### src/rtl/i2c_addr_match.sv
module i2c_addr_match #(
  parameter int ADDR_W = 16,
  parameter int BYTE_W = 8
) (
  input  logic              clk,
  input  logic              rst_n,
  input  logic [ADDR_W-1:0] own_addr,
  input  logic              gc_en,
  input  logic              start_evt,
  input  logic              rstart_evt,
  input  logic              stop_evt,
  input  logic              byte_valid,
  input  logic [BYTE_W-1:0] rx_byte,
  output logic              ack_req,
  output logic              selected,
  output logic              read_req,
  output logic              start_seen,
  output logic              rstart_seen,
  output logic              stop_seen
);
  localparam logic [4:0] TEN_PFX = 5'b11110;
  localparam logic [BYTE_W-1:0] GC_BYTE = '0;
  localparam logic [BYTE_W-1:0] SB_BYTE = BYTE_W'(1);

  typedef enum logic [1:0] {PH_IDLE, PH_FIRST, PH_SECOND, PH_DONE} phase_t;
  phase_t phase;
  logic   full10;

  logic ten_bit, hdr_hit, hit7, is_gc, is_sb, low_hit;
  assign ten_bit = own_addr[ADDR_W-1 -: 5] == TEN_PFX;
  assign hdr_hit = rx_byte[BYTE_W-1:1] == {TEN_PFX, own_addr[ADDR_W-6 -: 2]};
  assign hit7    = rx_byte[BYTE_W-1:1] == own_addr[ADDR_W-1 -: 7];
  assign low_hit = rx_byte == own_addr[BYTE_W-1:0];
  assign is_gc   = rx_byte == GC_BYTE;
  assign is_sb   = rx_byte == SB_BYTE;

  always_ff @(posedge clk) begin
    if (!rst_n) begin
      phase <= PH_IDLE; full10 <= 1'b0;
      ack_req <= 1'b0; selected <= 1'b0; read_req <= 1'b0;
      start_seen <= 1'b0; rstart_seen <= 1'b0; stop_seen <= 1'b0;
    end else begin
      start_seen  <= start_evt;
      rstart_seen <= rstart_evt;
      stop_seen   <= stop_evt;
      if (stop_evt) begin
        phase <= PH_IDLE; full10 <= 1'b0;
        ack_req <= 1'b0; selected <= 1'b0; read_req <= 1'b0;
      end else if (start_evt) begin
        phase <= PH_FIRST; full10 <= 1'b0;
        ack_req <= 1'b0; selected <= 1'b0; read_req <= 1'b0;
      end else if (rstart_evt) begin
        phase <= PH_FIRST;
        ack_req <= 1'b0; selected <= 1'b0; read_req <= 1'b0;
      end else if (byte_valid) begin
        ack_req <= 1'b0;
        case (phase)
          PH_FIRST: begin
            phase  <= PH_DONE;
            full10 <= 1'b0;
            if (is_sb) begin
              ack_req <= 1'b0;
            end else if (is_gc) begin
              ack_req <= gc_en; selected <= gc_en;
            end else if (ten_bit) begin
              if (hdr_hit && !rx_byte[0]) begin
                ack_req <= 1'b1; phase <= PH_SECOND;
              end else if (hdr_hit && full10) begin
                ack_req <= 1'b1; selected <= 1'b1; read_req <= 1'b1; full10 <= 1'b1;
              end
            end else if (hit7) begin
              ack_req <= 1'b1; selected <= 1'b1; read_req <= rx_byte[0];
            end
          end
          PH_SECOND: begin
            phase <= PH_DONE;
            if (low_hit) begin
              ack_req <= 1'b1; selected <= 1'b1; full10 <= 1'b1;
            end
          end
          default: ;
        endcase
      end
    end
  end

  assert_read_implies_sel_R2: assert property (@(posedge clk) disable iff (!rst_n)
    read_req |-> selected);
  assert_stop_clears_R8: assert property (@(posedge clk) disable iff (!rst_n)
    stop_evt |=> (!selected && !ack_req && !read_req));
  assert_startbyte_nack_R6: assert property (@(posedge clk) disable iff (!rst_n)
    (byte_valid && is_sb && !start_evt && !rstart_evt && !stop_evt) |=> !ack_req);
  assert_ack_holds_R9: assert property (@(posedge clk) disable iff (!rst_n)
    (ack_req && !byte_valid && !start_evt && !rstart_evt && !stop_evt) |=> ack_req);
  assert_start_desel_R7: assert property (@(posedge clk) disable iff (!rst_n)
    (start_evt || rstart_evt) |=> !selected);
endmodule

### config.mk
export PLATFORM = sky130hd
export DESIGN_NAME = i2c_addr_match
export DESIGN_NICKNAME = d
export VERILOG_FILES = /design/src/rtl/i2c_addr_match.sv
export SDC_FILE = /design/constraint.sdc
export NUM_CORES = 1
export LEC_CHECK = 0
export ABC_AREA = 1
export BUFFER_PORTS_ARGS = -buffer_cell sky130_fd_sc_hd__buf_4
export CORE_MARGIN = 2
export CORE_UTILIZATION = 43
export CTS_BUF_LIST = sky130_fd_sc_hd__clkbuf_16
export DETAILED_ROUTE_END_ITERATION = 7
export GPL_ROUTABILITY_DRIVEN = 0
export PLACE_DENSITY = 0.75
export SLEW_MARGIN = 40
export SYNTH_ARGS = -nofsm -noshare
export SYNTH_HDL_FRONTEND = slang
export SYNTH_SLANG_ARGS = --single-unit
### constraint.sdc
create_clock -name clk -period 1.55 [get_ports clk]
set_clock_uncertainty 0.2 [all_clocks]
set_input_delay 0.0775 -clock clk [delete_from_list [all_inputs] [get_ports clk]]
set_output_delay 0.0775 -clock clk [all_outputs]
set_load 0.005 [all_outputs]
### After elaboration in Yosys (flattened, before gate mapping)

Index checks and enable logic that the tools add are counted.

| operators by class | value |
|---|---|
| multiplexer cells | 31 |
| bitwise gates (word level) | 4 |
| equal/unequal tests | 14 |
| reductions and logical operators | 16 |

Operators with widths:

| operator | count |
|---|---|
| 1-bit 2-to-1 mux | 27 |
| 7-bit equality test | 2 |
| 7-bit AND reduction | 2 |
| 4-bit inequality test, second input constant | 3 |
| 8-bit by 1-bit equality test with 1-bit output, second input constant | 1 |
| 8-bit equality test | 1 |
| 8-bit zero test | 1 |
| 2-bit inequality test, second input constant | 3 |
| 1-bit case mux with 2 select lines | 3 |
| 5-bit equality test, second input constant | 1 |
| 1-bit inverter | 4 |
| 2-bit case mux with 2 select lines | 1 |
| 2-bit AND reduction | 2 |
| 4-bit AND reduction | 1 |
| 2-bit nonzero test | 2 |
| 4-bit nonzero test | 1 |
| 4-bit OR reduction | 1 |
| 3-bit nonzero test | 1 |
| 3-bit OR reduction | 1 |
| 2-bit by 1-bit equality test with 1-bit output, second input constant | 1 |
| 2-bit equality test, second input constant | 1 |
| 1-bit logical AND | 2 |
| 2-bit by 1-bit inequality test with 1-bit output, second input constant | 1 |
| 2-bit OR reduction | 1 |
| 1-bit zero test | 1 |

| storage, ports and cells | value |
|---|---|
| logic and storage cells | 74 |
| register bits | 9 |

### Logic depth before layout (Yosys ltp)

Gate-level depths: netlist of the first run.

| logic depth | value |
|---|---|
| depth in word-level cells | 10 |
| gate-level depth with buffers | 12 |
| mapped depth without buffers | 12 |

### Least setup slack after synthesis of the first run

Ideal clock, no wire load.

| timing path | value |
|---|---|
| path type | register to register |
| start | reg phase[0] |
| end | reg full10 |
| setup time | 0.070 ns |
| setup slack | 0.113 ns |
| path buffers | 0 |
| stages on the path, launching flop included | 8 |
| arrival time | 1.168 ns |
| data required time | 1.280 ns |
| path through | dfxtp_1 inv_1 ha_1 nor2_1 nand2_1 nor2_1 o21ai_1 a21oi_1 |

| between the ends | value |
|---|---|
| cells in the longest elaborated chain, start to end | 3 |
| elaborated cells on any way between the ends | 6 |
| those cells by class | eq/ne: 3; mux: 1; reduce/logical: 2 |

Ends and longest elaborated chain:

| item | line | RTL |
|---|---|---|
| start: declaration | 26 | `phase_t phase;` |
| start signal: assignment | 39 | `phase <= PH_IDLE; full10 <= 1'b0;` |
| start signal: assignment | 47 | `phase <= PH_IDLE; full10 <= 1'b0;` |
| start signal: assignment | 50 | `phase <= PH_FIRST; full10 <= 1'b0;` |
| 2-bit equality test or 2-bit by 1-bit equality test with 1-bit output (tied branches) | 57 | `case (phase)` |
| 2-bit inequality test (no line) or 2-bit nonzero test (tied branches) | -- |  |
| 4-bit AND reduction (no line) | -- |  |
| end signal: assignment | 50 |  |
| end signal: assignment | 60 | `full10 <= 1'b0;` |
| end signal: assignment | 69 | `ack_req <= 1'b1; selected <= 1'b1; read_req <= 1'b1; full10 <= 1'b1;` |
| end: declaration | 27 | `logic full10;` |

Several ways; a longest one is shown, not always the timed one.
A chain may end at the register's enable or synchronous reset.

### Worst setup path after layout of the first run

| timing path | value |
|---|---|
| start | reg phase[0] |
| end | reg selected |

| between the ends | value |
|---|---|
| cells in the longest elaborated chain, start to end | 3 |
| elaborated cells on any way between the ends | 10 |
| those cells by class | eq/ne: 7; mux: 1; reduce/logical: 2 |

Ends and longest elaborated chain:

| item | line | RTL |
|---|---|---|
| 2-bit by 1-bit equality test with 1-bit output or 2-bit equality test (tied branches) | 57 |  |
| 4-bit inequality test (no line), or another cell as far along | -- |  |
| 7-bit AND reduction (no line) | -- |  |
| end signal: assignment | 64 | `ack_req <= gc_en; selected <= gc_en;` |
| end: declaration | 15 | `output logic selected,` |

Several ways; a longest one is shown, not always the timed one.

==> results.tsv, run 1 <==
stage	metric	value	unit
run_status	status	finished with violations	
run_status	failing checks	setup timing	
die	Std-Cell Rows	16	
grt	first-pass GRT wire length	4.31	mm
placement	port bufs	35	
detailed_routing	TritonRoute pass-1 iters	4	
min_path	Hold Crit Endpoint	phase[0]$_SDFFE_PP0P_	
timing	Final Hold Slack	0.0442	ns
critical_path	CP endpoint kind	flop	
clock_tree	CTS Buf Count	3	
final_layout	Filler Cell Count	162	
pwr	power density over the cells	652	nW/um^2
critical_path	Critical Path RT	1.47	ns
timing	slew margin rel.	83.1	%
timing	Final Max Tran Viols	0	
detailed_routing	DRC viols	0	
final_layout	Area Growth Syn to Fin	55.9	%
grt	antenna violations before repair	0	
final_layout	ANT cells	0	
synthesis	register area share after synthesis	19.8	%
pwr	VDD IR max	0.000756	V
grt	vias in the first global route	1074	
timing	fin crit period	1.55	ns
critical_path	Reg2Reg Setup Slack	-0.003	ns
synthesis	Yosys warning count	0	
critical_path	Critical Path Max Stage Delay	0.36	ns
timing	endpoints failing hold	0	
clock_tree	clk root buf	clkbuf_16	
die	Initial Util	46.0	%
critical_path	CP cell instances	inv_1 -> ha_4 -> inv_1 -> nand2_1 -> nor2_2 -> nand3_1 -> nand2_1 -> nor2_2	
run	max-cap violation count	0	
detailed_routing	drt initial violations	30	
die	Die Width	50.0	microns
timing	setup TNS	-0.00266	ns
clock_tree	clk_lat worst skew	0.23	ns
pwr	leakage power	0.688	nW
timing	final-report setup violation count	1	
detailed_routing	WL final	2.64	mm
clock_tree	CTS Buffer Depth	2	
final_layout	Core Util, Final	71.7	%
clock_tree	Post-CTS Setup Bufs	0	
die	core area	1980	sq um
final_layout	share of layout cells above drive strength 1	31.0	%
timing	Slew @ Worst Pin	0.251	ns
synthesis	Mapped Area	911	sq um
detailed_routing	DR vias/cell	4.86	
grt	grt total ovfl	0	
critical_path	slowest CP cell	dfxtp_2	
synthesis	Netlist cell types	21	
die	die area	2500	sq um
min_path	hold_sp	start_evt	
detailed_routing	average wire per standard cell	11.6	microns
placement	HPWL Detailed	1.88	mm
clock_tree	Reg clk slew, reported paths	0.04	ns
grt	largest net degree at the start of global routing	7	
critical_path	delay-heaviest family, CP	simple AND/OR/NAND/NOR gates	
critical_path	crit-path max FO	3	
detailed_routing	total vias in the final route	1104	
critical_path	critical path data arrival time	1.47	ns
critical_path	WP buf/inv	2	
synthesis	post-synthesis cell count	152	
critical_path	startpoint type of the worst setup path	flop	
synthesis	Synth Area per Inst	5.99	sq um
grt	Total GRT Usage	22.2	%
final_layout	Reg area	183	sq um
synthesis	Mapped Nets	185	
critical_path	Critical R2R Launch	phase[0]$_SDFFE_PP0P_	
min_path	Hold Path Depth	4	
clock_tree	CTS tree	built	
critical_path	crit path kind	flop to flop	
die	Die Ht	50.0	microns
critical_path	r2r endpoint	selected$_SDFFE_PP0P_	
timing	Setup WS post-layout	-0.00266	ns
final_layout	footprint of the multi-input gates	682	sq um
critical_path	R2R cell count	8	
timing	final period utilization	100	%
clock_tree	H-tree depth	1	
detailed_routing	DRT antenna net count	0	
synthesis	post-synthesis register bit count	9	
min_path	worst hold path type	primary input to flop	
final_layout	nets@finish	234	
die	I/O Pins	37	
clock_tree	clk sinks	9	
timing	Max Fclk	644	MHz
[routing by layer]
metal / vias up / global-route usage [%] / share of wire [%]
met5: - / 0 / 0
met4: 0 / 7.87 / 1.4
met3: 6 / 3.94 / 5.4
met2: 41 / 41.9 / 55
met1: 488 / 24.2 / 38
li1: 569 / - / -
[state kept, by name, summed over array words and instances (netlist names)]
signal / flops
ack_req: 1
full10: 1
phase: 2
read_req: 1
rstart_seen: 1
selected: 1
start_seen: 1
stop_seen: 1
[synthesized netlist by cell type (all sizes together)]
master	n	area [sq um]
ha	2	25.0
nor2	26	125
dfxtp	9	180
o21ai	2	10.0
xnor2	11	96.3
nor3	3	26.3
inv	24	90.1
nand2	46	183
xor2	1	8.76
nor3b	1	12.5
or2	2	12.5
nand3	13	75.1
nand4	5	31.3
a21oi	7	35.0
[stage by stage]
stage | power (mW) | cells | instance area [sq um] | setup WS (ns)
floorplan | 0.351 | 152 | 911 | 0.113
global placement | 0.448 | 214 | 1210 | 0.0516
detailed placement | 0.453 | 214 | 1210 | -0.00541
CTS | 0.920 | 227 | 1380 | 0.0145
global route | 0.975 | 227 | 1420 | -0.0550
finish | 0.926 | 227 | 1420 | -0.00266
[worst max path at each step]
stage | start | endpoint | slack (ns) | cells past startpoint
2_1_floorplan | phase[0]$_SDFFE_PP0P_ | full10$_SDFFE_PP0P_ | 0.11 | 7
3_3_place_gp | phase[0]$_SDFFE_PP0P_ | full10$_SDFFE_PP0P_ | 0.05 | 7
3_5_place_dp | phase[0]$_SDFFE_PP0P_ | full10$_SDFFE_PP0P_ | -0.005 | 7
4_1_cts | phase[1]$_SDFFE_PP0P_ | selected$_SDFFE_PP0P_ | 0.01 | 8
5_1_grt | phase[0]$_SDFFE_PP0P_ | selected$_SDFFE_PP0P_ | -0.05 | 8
6_report | phase[0]$_SDFFE_PP0P_ | selected$_SDFFE_PP0P_ | -0.003 | 8
[power by group]
part / total [mW] / internal, mW / switching [mW]
sequential: 0.244 / 0.239 / 0.00412
clock: 0.444 / 0.337 / 0.108
combinational: 0.238 / 0.123 / 0.114
total: 0.926 / 0.699 / 0.226
[worst register-to-register path, stage by stage, from the launching register on]
cell	delay [ns]
dfxtp_2	0.36
inv_1	0.09
ha_4	0.25
inv_1	0.06
nand2_1	0.06
nor2_2	0.15
nand3_1	0.10
nand2_1	0.11
nor2_2	0.05
[cells in the final DEF (no fill, tap or decap), types with 2 or more instances in the layout]
cell           count
ha_4               2
dlygate4sd3_1      9
buf_4             35
nor2_4             4
xnor2_1           11
a21oi_1            6
inv_2              2
inv_1             23
nand2_2            4
nand3_1           11
nand2_1           42
dfxtp_1            7
nor3_1             2
nor2_2             4
clkbuf_16          3
nor2_1            18
nand4_1            5
dfxtp_2            2
nand3_2            2
[area by class of cell]
class,instances,share of cell area (%)
Multi-Input combinational cell,119,48.0
Timing Repair Buffer,44,24.8
Sequential cell,9,12.9
Inverter,24,6.34
Clock buffer,3,5.29
Tap cell,27,2.38
Clock inverter,1,0.264
[kinds of logic after synthesis]
group           count (synthesis)  synth area share (%)
simple gates                   96                  51.1
fa+ha+maj                       2                  2.75
buf+inv                        24                  9.89
xor+xnor                       12                  11.5
flops                           9                  19.8
compound gates                  9                  4.94
[repair_timing]
item	CTS	global route
gates resized for setup	2	10
endpoints found under the setup margin	3	6
pin swaps	1	0
hold endpoints to repair	7	0
hold buffers	9	0
Power figures use the tool's default switching activity.
==> run 2, diff against run 1 <==
Settings changed: SETUP_SLACK_MARGIN from default to 0.2, SLEW_MARGIN 40 to 5.
==> run 2 against run 1 <==
  * The flow now finishes without violations
  * Largest power group unchanged
  * Critical endpoint unchanged
  * Final area decreased by 1.1%
  * Non-clock buffer count decreased by 2
  * Combinational power shrank 2%
  * Sequential power is essentially flat
==> results.tsv, run 2 (same netlist as run 1, synthesis figures left out) <==
stage	metric	value	unit	change
final_layout	Reg area	185	sq um	+1.4%
detailed_routing	TritonRoute pass-1 iters	4		unchanged
pwr	Clk pwr share	48.7	%	+0.7 points
timing	setup TNS	0	ns	+0.00266 ns
timing	slew margin rel.	84.9	%	+1.8 points
clock_tree	Reg clk slew, reported paths	0.04	ns	about the same
run	max-cap violation count	0		unchanged
placement	port bufs	35		unchanged
grt	first-pass GRT wire length	4.28	mm	-0.65%
critical_path	critical path data arrival time	1.42	ns	-0.05 ns
timing	fin crit period	1.46	ns	-0.0963 ns
pwr	Pint	0.693	mW	-0.95%
die	die area	2500	sq um	unchanged
final_layout	share of layout cells above drive strength 1	34.3	%	+3.3 points
die	Initial Util	46.0	%	unchanged
pwr	power density over the cells	659	nW/um^2	+1.1%
grt	largest net degree at the start of global routing	7		unchanged
critical_path	crit path kind	flop to flop		
pwr	Sw Ratio	25.2	%	+0.73 points
critical_path	CP endpoint kind	flop		
detailed_routing	total vias in the final route	1099		-0.45%
critical_path	CP cell instances	inv_2 -> ha_4 -> inv_2 -> or2_1 -> nand2_1 -> nor2_2 -> nand3_1 -> nand2_1 -> nor2_1		
grt	vias in the first global route	1072		-0.19%
die	I/O Pins	37		unchanged
grt	antenna violations before repair	0		unchanged
clock_tree	CTS tree	built		
die	core area	1980	sq um	unchanged
pwr	Tot Pwr	0.926	mW	about the same
pwr	leakage power	0.690	nW	+0.32%
timing	Slew @ Worst Pin	0.226	ns	-0.0245 ns
run_status	status	completed		
clock_tree	clk root buf	clkbuf_16		
pwr	Comb pwr share	25.2	%	-0.5 points
clock_tree	CTS Buffer Depth	2		unchanged
min_path	worst hold path type	primary input to flop		
detailed_routing	average wire per standard cell	11.5	microns	-0.87%
timing	endpoints failing hold	0		unchanged
final_layout	most frequent cells in the layout	nand2_1 (42), buf_4 (37), inv_1 (21)		
final_layout	footprint of the multi-input gates	689	sq um	+1.1%
critical_path	WP buf/inv	2		unchanged
detailed_routing	DRC viols	0		unchanged
detailed_routing	WL final	2.59	mm	-1.7%
grt	Total GRT Usage	22.3	%	+0.063 points
clock_tree	clk_lat worst skew	0.23	ns	about the same
critical_path	crit-path max FO	4		+1
timing	Max Fclk	687	MHz	+6.6%
timing	final period utilization	94.0	%	-6.2 points
die	Die Ht	50.0	microns	unchanged
grt	grt total ovfl	0		unchanged
final_layout	leading cell type in the layout, fill and taps excluded	nand2_1		
pwr	sw power	0.233	mW	+3.0%
detailed_routing	drt initial violations	22		-27%
critical_path	startpoint type of the worst setup path	flop		
detailed_routing	DR vias/cell	4.88		+0.43%
timing	final-report setup violation count	0		-1
critical_path	delay-heaviest family, CP	simple AND/OR/NAND/NOR gates		
clock_tree	CTS Buf Count	3		unchanged
final_layout	ANT cells	0		unchanged
clock_tree	clk sinks	9		unchanged
critical_path	Critical Path Max Stage Delay	0.31	ns	-0.05 ns
timing	RSZ-0062 raised after global routing	yes		
die	Std-Cell Rows	16		unchanged
final_layout	Filler Cell Count	172		+6.2%
critical_path	Critical Path RT	1.51	ns	+0.04 ns
timing	Final Max Tran Viols	0		unchanged
placement	HPWL Detailed	1.86	mm	-1.2%
final_layout	nets@finish	232		-0.85%
clock_tree	H-tree depth	1		unchanged
critical_path	slowest CP cell	dfxtp_2		
detailed_routing	DRT antenna net count	0		unchanged
final_layout	Area Growth Syn to Fin	54.3	%	
final_layout	Largest register FFs	2		unchanged
pwr	VDD IR max	0.000843	V	+11%
final_layout	Top reg by flops	phase		
die	Die Width	50.0	microns	unchanged
pwr	Sequential Power Share	26.2	%	about the same
[run 2: cell types whose count changed in the layout (fill, tap and decap cells not counted)]
cell and change:
buf_4 +2, dlygate4sd3_1 -4, dfxtp_4 +1, dfxtp_2 -1, nor3_2 +1, nor3_1 -1
inv_2 +2, nor2_2 +1, nor2_1 -1, inv_1 -2
[run 2: repair_timing]
action / in CTS / in global routing
gates resized for setup: 9 / 5
endpoints found under the hold margin: 6 / 0
setup endpoints to repair: 5 / 6
setup buffers: 0 / 2
hold buffers: 5 / 0
pin swaps: 5 / 12
[run 2: cell type report]
type	instances	share of cell area [%]
clock inverters	1	0.267
inverters	24	6.41
multi-input cells	119	49.1
repair buffers	42	23.3
flip-flops and latches	9	13.2
well taps	27	2.40
clock buffers	3	5.34
[run 2: worst register-to-register path: cells and delay by family (launching register included)]
family                     cells  cell delay, ns
and+or+nand+nor                6            0.61
adders and majority gates      1            0.16
DFF                            1            0.31
buffers and inverters          2            0.11
[run 2: stage by stage]
step	setup WS, ns	utilization [%]	cells	area [sq um]	hold WS (ns)
2_1_floorplan	0.162	-	152	916	-0.0290
3_3_place_gp	0.104	61.2	214	1210	0.0744
3_5_place_dp	0.0744	61.2	214	1210	0.0759
4_1_cts	0.136	69.6	223	1380	0.0119
5_1_grt	0.0524	70.9	225	1410	0.0437
6_report	0.0936	70.9	225	1410	0.0134
[run 2: final timing paths]
kind / depth (start not counted) / slack (ns) / to / from
worst max-delay path: 9 / 0.09 / selected$_SDFFE_PP0P_ / phase[1]$_SDFFE_PP0P_
worst min-delay path: 4 / 0.01 / ack_req$_SDFFE_PP0P_ / byte_valid
worst max register to register: 9 / 0.09 / selected$_SDFFE_PP0P_ / phase[1]$_SDFFE_PP0P_
worst min register to register: 2 / 0.27 / ack_req$_SDFFE_PP0P_ / ack_req$_SDFFE_PP0P_
[run 2: per-layer routing]
metal	global-route usage (%)	share of wire, %	vias to the layer above
li1	-	-	567
met5	0	0	-
met1	25.5	43	493
met4	7.41	1.3	0
met3	4.55	4.4	5
met2	40.4	51	34
[run 2: power by group through the flow]
stage | registers [mW] | clock network (mW) | logic [mW]
final | 0.242 | 0.451 | 0.233
after global routing | 0.243 | 0.473 | 0.258
after CTS | 0.242 | 0.457 | 0.228
after detailed placement | 0.245 | 0 | 0.210
after global placement | 0.245 | 0 | 0.204
after floorplan | 0.246 | 0 | 0.107
==> run 3, diff against run 2 <==
Settings changed: CORE_UTILIZATION 43 to 47, PLACE_DENSITY 0.75 to 0.78.
Clock period 1.55 ns to 1.6 ns, I/O delays scaled along.
==> run 3 against run 2 <==
  * Sequential power fell by 2%
  * Critical path depth did not move
  * Clock power fell by 0.9%
  * Power rose by 0.24%
  * Sequential cell count did not move
  * Final area rose by 3.0%
  * Register-to-register slack barely moved
  * Count of clock-buffer cells in the layout did not move
  * Via count rose by 12%
  * Largest cell class unchanged
==> results.tsv, run 3 (same netlist as run 1, synthesis figures left out) <==
stage	metric	value	unit	change
critical_path	Setup crit start	phase[1]$_SDFFE_PP0P_		
final_layout	share of layout cells above drive strength 1	38.5	%	+4.2 points
clock_tree	clk sinks	9		unchanged
die	Die Width	48.0	microns	-4.0%
min_path	worst hold path type	primary input to flop		
detailed_routing	WL final	3.33	mm	+28%
clock_tree	clk root buf	clkbuf_16		
die	core area	1780	sq um	-10%
critical_path	Critical Path RT	1.53	ns	+0.02 ns
final_layout	footprint of the multi-input gates	717	sq um	+4.0%
pwr	power density over the cells	641	nW/um^2	-2.7%
critical_path	r2r endpoint	selected$_SDFFE_PP0P_		
final_layout	Largest register FFs	2		unchanged
critical_path	Critical R2R Launch	phase[1]$_SDFFE_PP0P_		
final_layout	Filler Cell Count	130		-24%
pwr	VDD IR max	0.000960	V	+14%
critical_path	Worst Setup EP	selected$_SDFFE_PP0P_		
critical_path	critical path data arrival time	1.44	ns	+0.02 ns
run_status	status	completed		
placement	port bufs	35		unchanged
final_layout	Reg area	185	sq um	unchanged
detailed_routing	DRC viols	0		unchanged
critical_path	startpoint type of the worst setup path	flop		
die	Initial Util	51.1	%	+5.1 points
run	max-cap violation count	0		unchanged
clock_tree	clk_lat worst skew	0.24	ns	about the same
clock_tree	Reg clk slew, reported paths	0.04	ns	about the same
timing	fin crit period	1.51	ns	+0.0565 ns
detailed_routing	DRT antenna net count	0		unchanged
detailed_routing	average wire per standard cell	14.8	microns	+28%
placement	HPWL Detailed	2.01	mm	+7.9%
timing	slew margin rel.	81.7	%	-3.2 points
final_layout	Area Growth Syn to Fin	58.9	%	
final_layout	ANT cells	0		unchanged
timing	final-report setup violation count	0		unchanged
die	I/O Pins	37		unchanged
grt	largest net degree at the start of global routing	7		unchanged
critical_path	R2R cell count	9		unchanged
clock_tree	CTS tree	built		
grt	Total GRT Usage	28.0	%	+5.7 points
timing	setup TNS	0	ns	unchanged
clock_tree	CTS Buf Count	3		unchanged
detailed_routing	TritonRoute pass-1 iters	4		unchanged
final_layout	Top reg by flops	phase		
pwr	leakage power	0.699	nW	+1.3%
timing	endpoints failing hold	0		unchanged
die	die area	2310	sq um	-7.8%
detailed_routing	total vias in the final route	1236		+12%
timing	Slew @ Worst Pin	0.274	ns	+0.0483 ns
detailed_routing	DR vias/cell	5.49		+12%
min_path	Hold Path Depth	5		+1
clock_tree	H-tree depth	1		unchanged
timing	Max Fclk	661	MHz	-3.7%
grt	antenna violations before repair	0		unchanged
grt	first-pass GRT wire length	4.47	mm	+4.4%
final_layout	most frequent cells in the layout	nand2_1 (39), buf_4 (39), inv_1 (20)		
grt	grt total ovfl	0		unchanged
timing	final period utilization	94.6	%	+0.59 points
grt	vias in the first global route	1128		+5.2%
final_layout	nets@finish	234		+0.86%
critical_path	crit-path max FO	3		-1
detailed_routing	drt initial violations	51		+130%
critical_path	crit path kind	flop to flop		
die	Std-Cell Rows	15		-1
die	Die Ht	48.0	microns	-4.0%
critical_path	CP endpoint kind	flop		
critical_path	Reg2Reg Setup Slack	0.09	ns	about the same
final_layout	Core Util, Final	81.2	%	+10 points
timing	RSZ-0062 raised after global routing	yes		
timing	Final Max Tran Viols	0		unchanged
timing	Final Hold Slack	0.0334	ns	+0.0200 ns
pwr	Tot Pwr	0.928	mW	+0.24%
clock_tree	CTS Buffer Depth	2		unchanged
-- run 3: what timing repair did --
item | CTS | global route
pin swaps | 4 | 10
hold endpoints to repair | 5 | 0
hold buffers | 4 | 0
buffers inserted | 4 | 1
gates resized for setup | 9 | 15
endpoints found under the setup margin | 4 | 6
-- run 3: worst min path at each step --
stage | start | endpoint | slack (ns)
4_1_cts | gc_en | selected$_SDFFE_PP0P_ | 0.0005
3_5_place_dp | stop_evt | stop_seen$_SDFF_PN0_ | 0.08
6_report | gc_en | selected$_SDFFE_PP0P_ | 0.03
3_3_place_gp | stop_evt | stop_seen$_SDFF_PN0_ | 0.07
2_1_floorplan | rstart_evt | rstart_seen$_SDFF_PN0_ | -0.03
5_1_grt | gc_en | selected$_SDFFE_PP0P_ | 0.08
-- run 3: through the flow --
| step | cell area (sq um) | cells | setup slack (ns) |
|---|---|---|---|
| floorplan | 913 | 152 | 0.207 |
| global placement | 1210 | 212 | 0.128 |
| detailed placement | 1210 | 212 | 0.0767 |
| CTS | 1390 | 224 | 0.199 |
| global route | 1450 | 225 | 0.0362 |
| finish | 1450 | 225 | 0.0871 |
-- run 3: final cells by class --
type                            instances  share of cell area [%]
Multi-Input combinational cell        119                    49.5
Timing Repair Buffer                   44                    23.8
Sequential cell                         9                    12.8
Inverter                               24                    6.22
Clock buffer                            3                    5.19
Tap cell                               25                    2.16
Clock inverter                          1                   0.346
-- run 3: power breakdown --
part / leakage [nW] / total, mW / internal (mW) / switching [mW]
Sequential: 0.0747 / 0.236 / 0.231 / 0.00503
Clock: 0.0409 / 0.447 / 0.330 / 0.117
Combinational: 0.583 / 0.245 / 0.118 / 0.126
-- run 3: metal layers --
metal / share of wire (%) / global-route usage (%) / up-vias
met3: 6.3 / 7.17 / 17
met4: 2.8 / 13.0 / 0
li1: - / - / 569
met2: 54 / 53.9 / 70
met1: 36 / 27.3 / 580
met5: 0 / 0 / -
-- run 3: critical path: stages, from the launching register on --
cell	delay, ns
dfxtp_2	0.34
inv_2	0.05
ha_4	0.17
buf_6	0.11
nand3_1	0.10
nand2_2	0.08
nor2_4	0.13
nand3_2	0.09
nand2_1	0.08
nor2_1	0.04
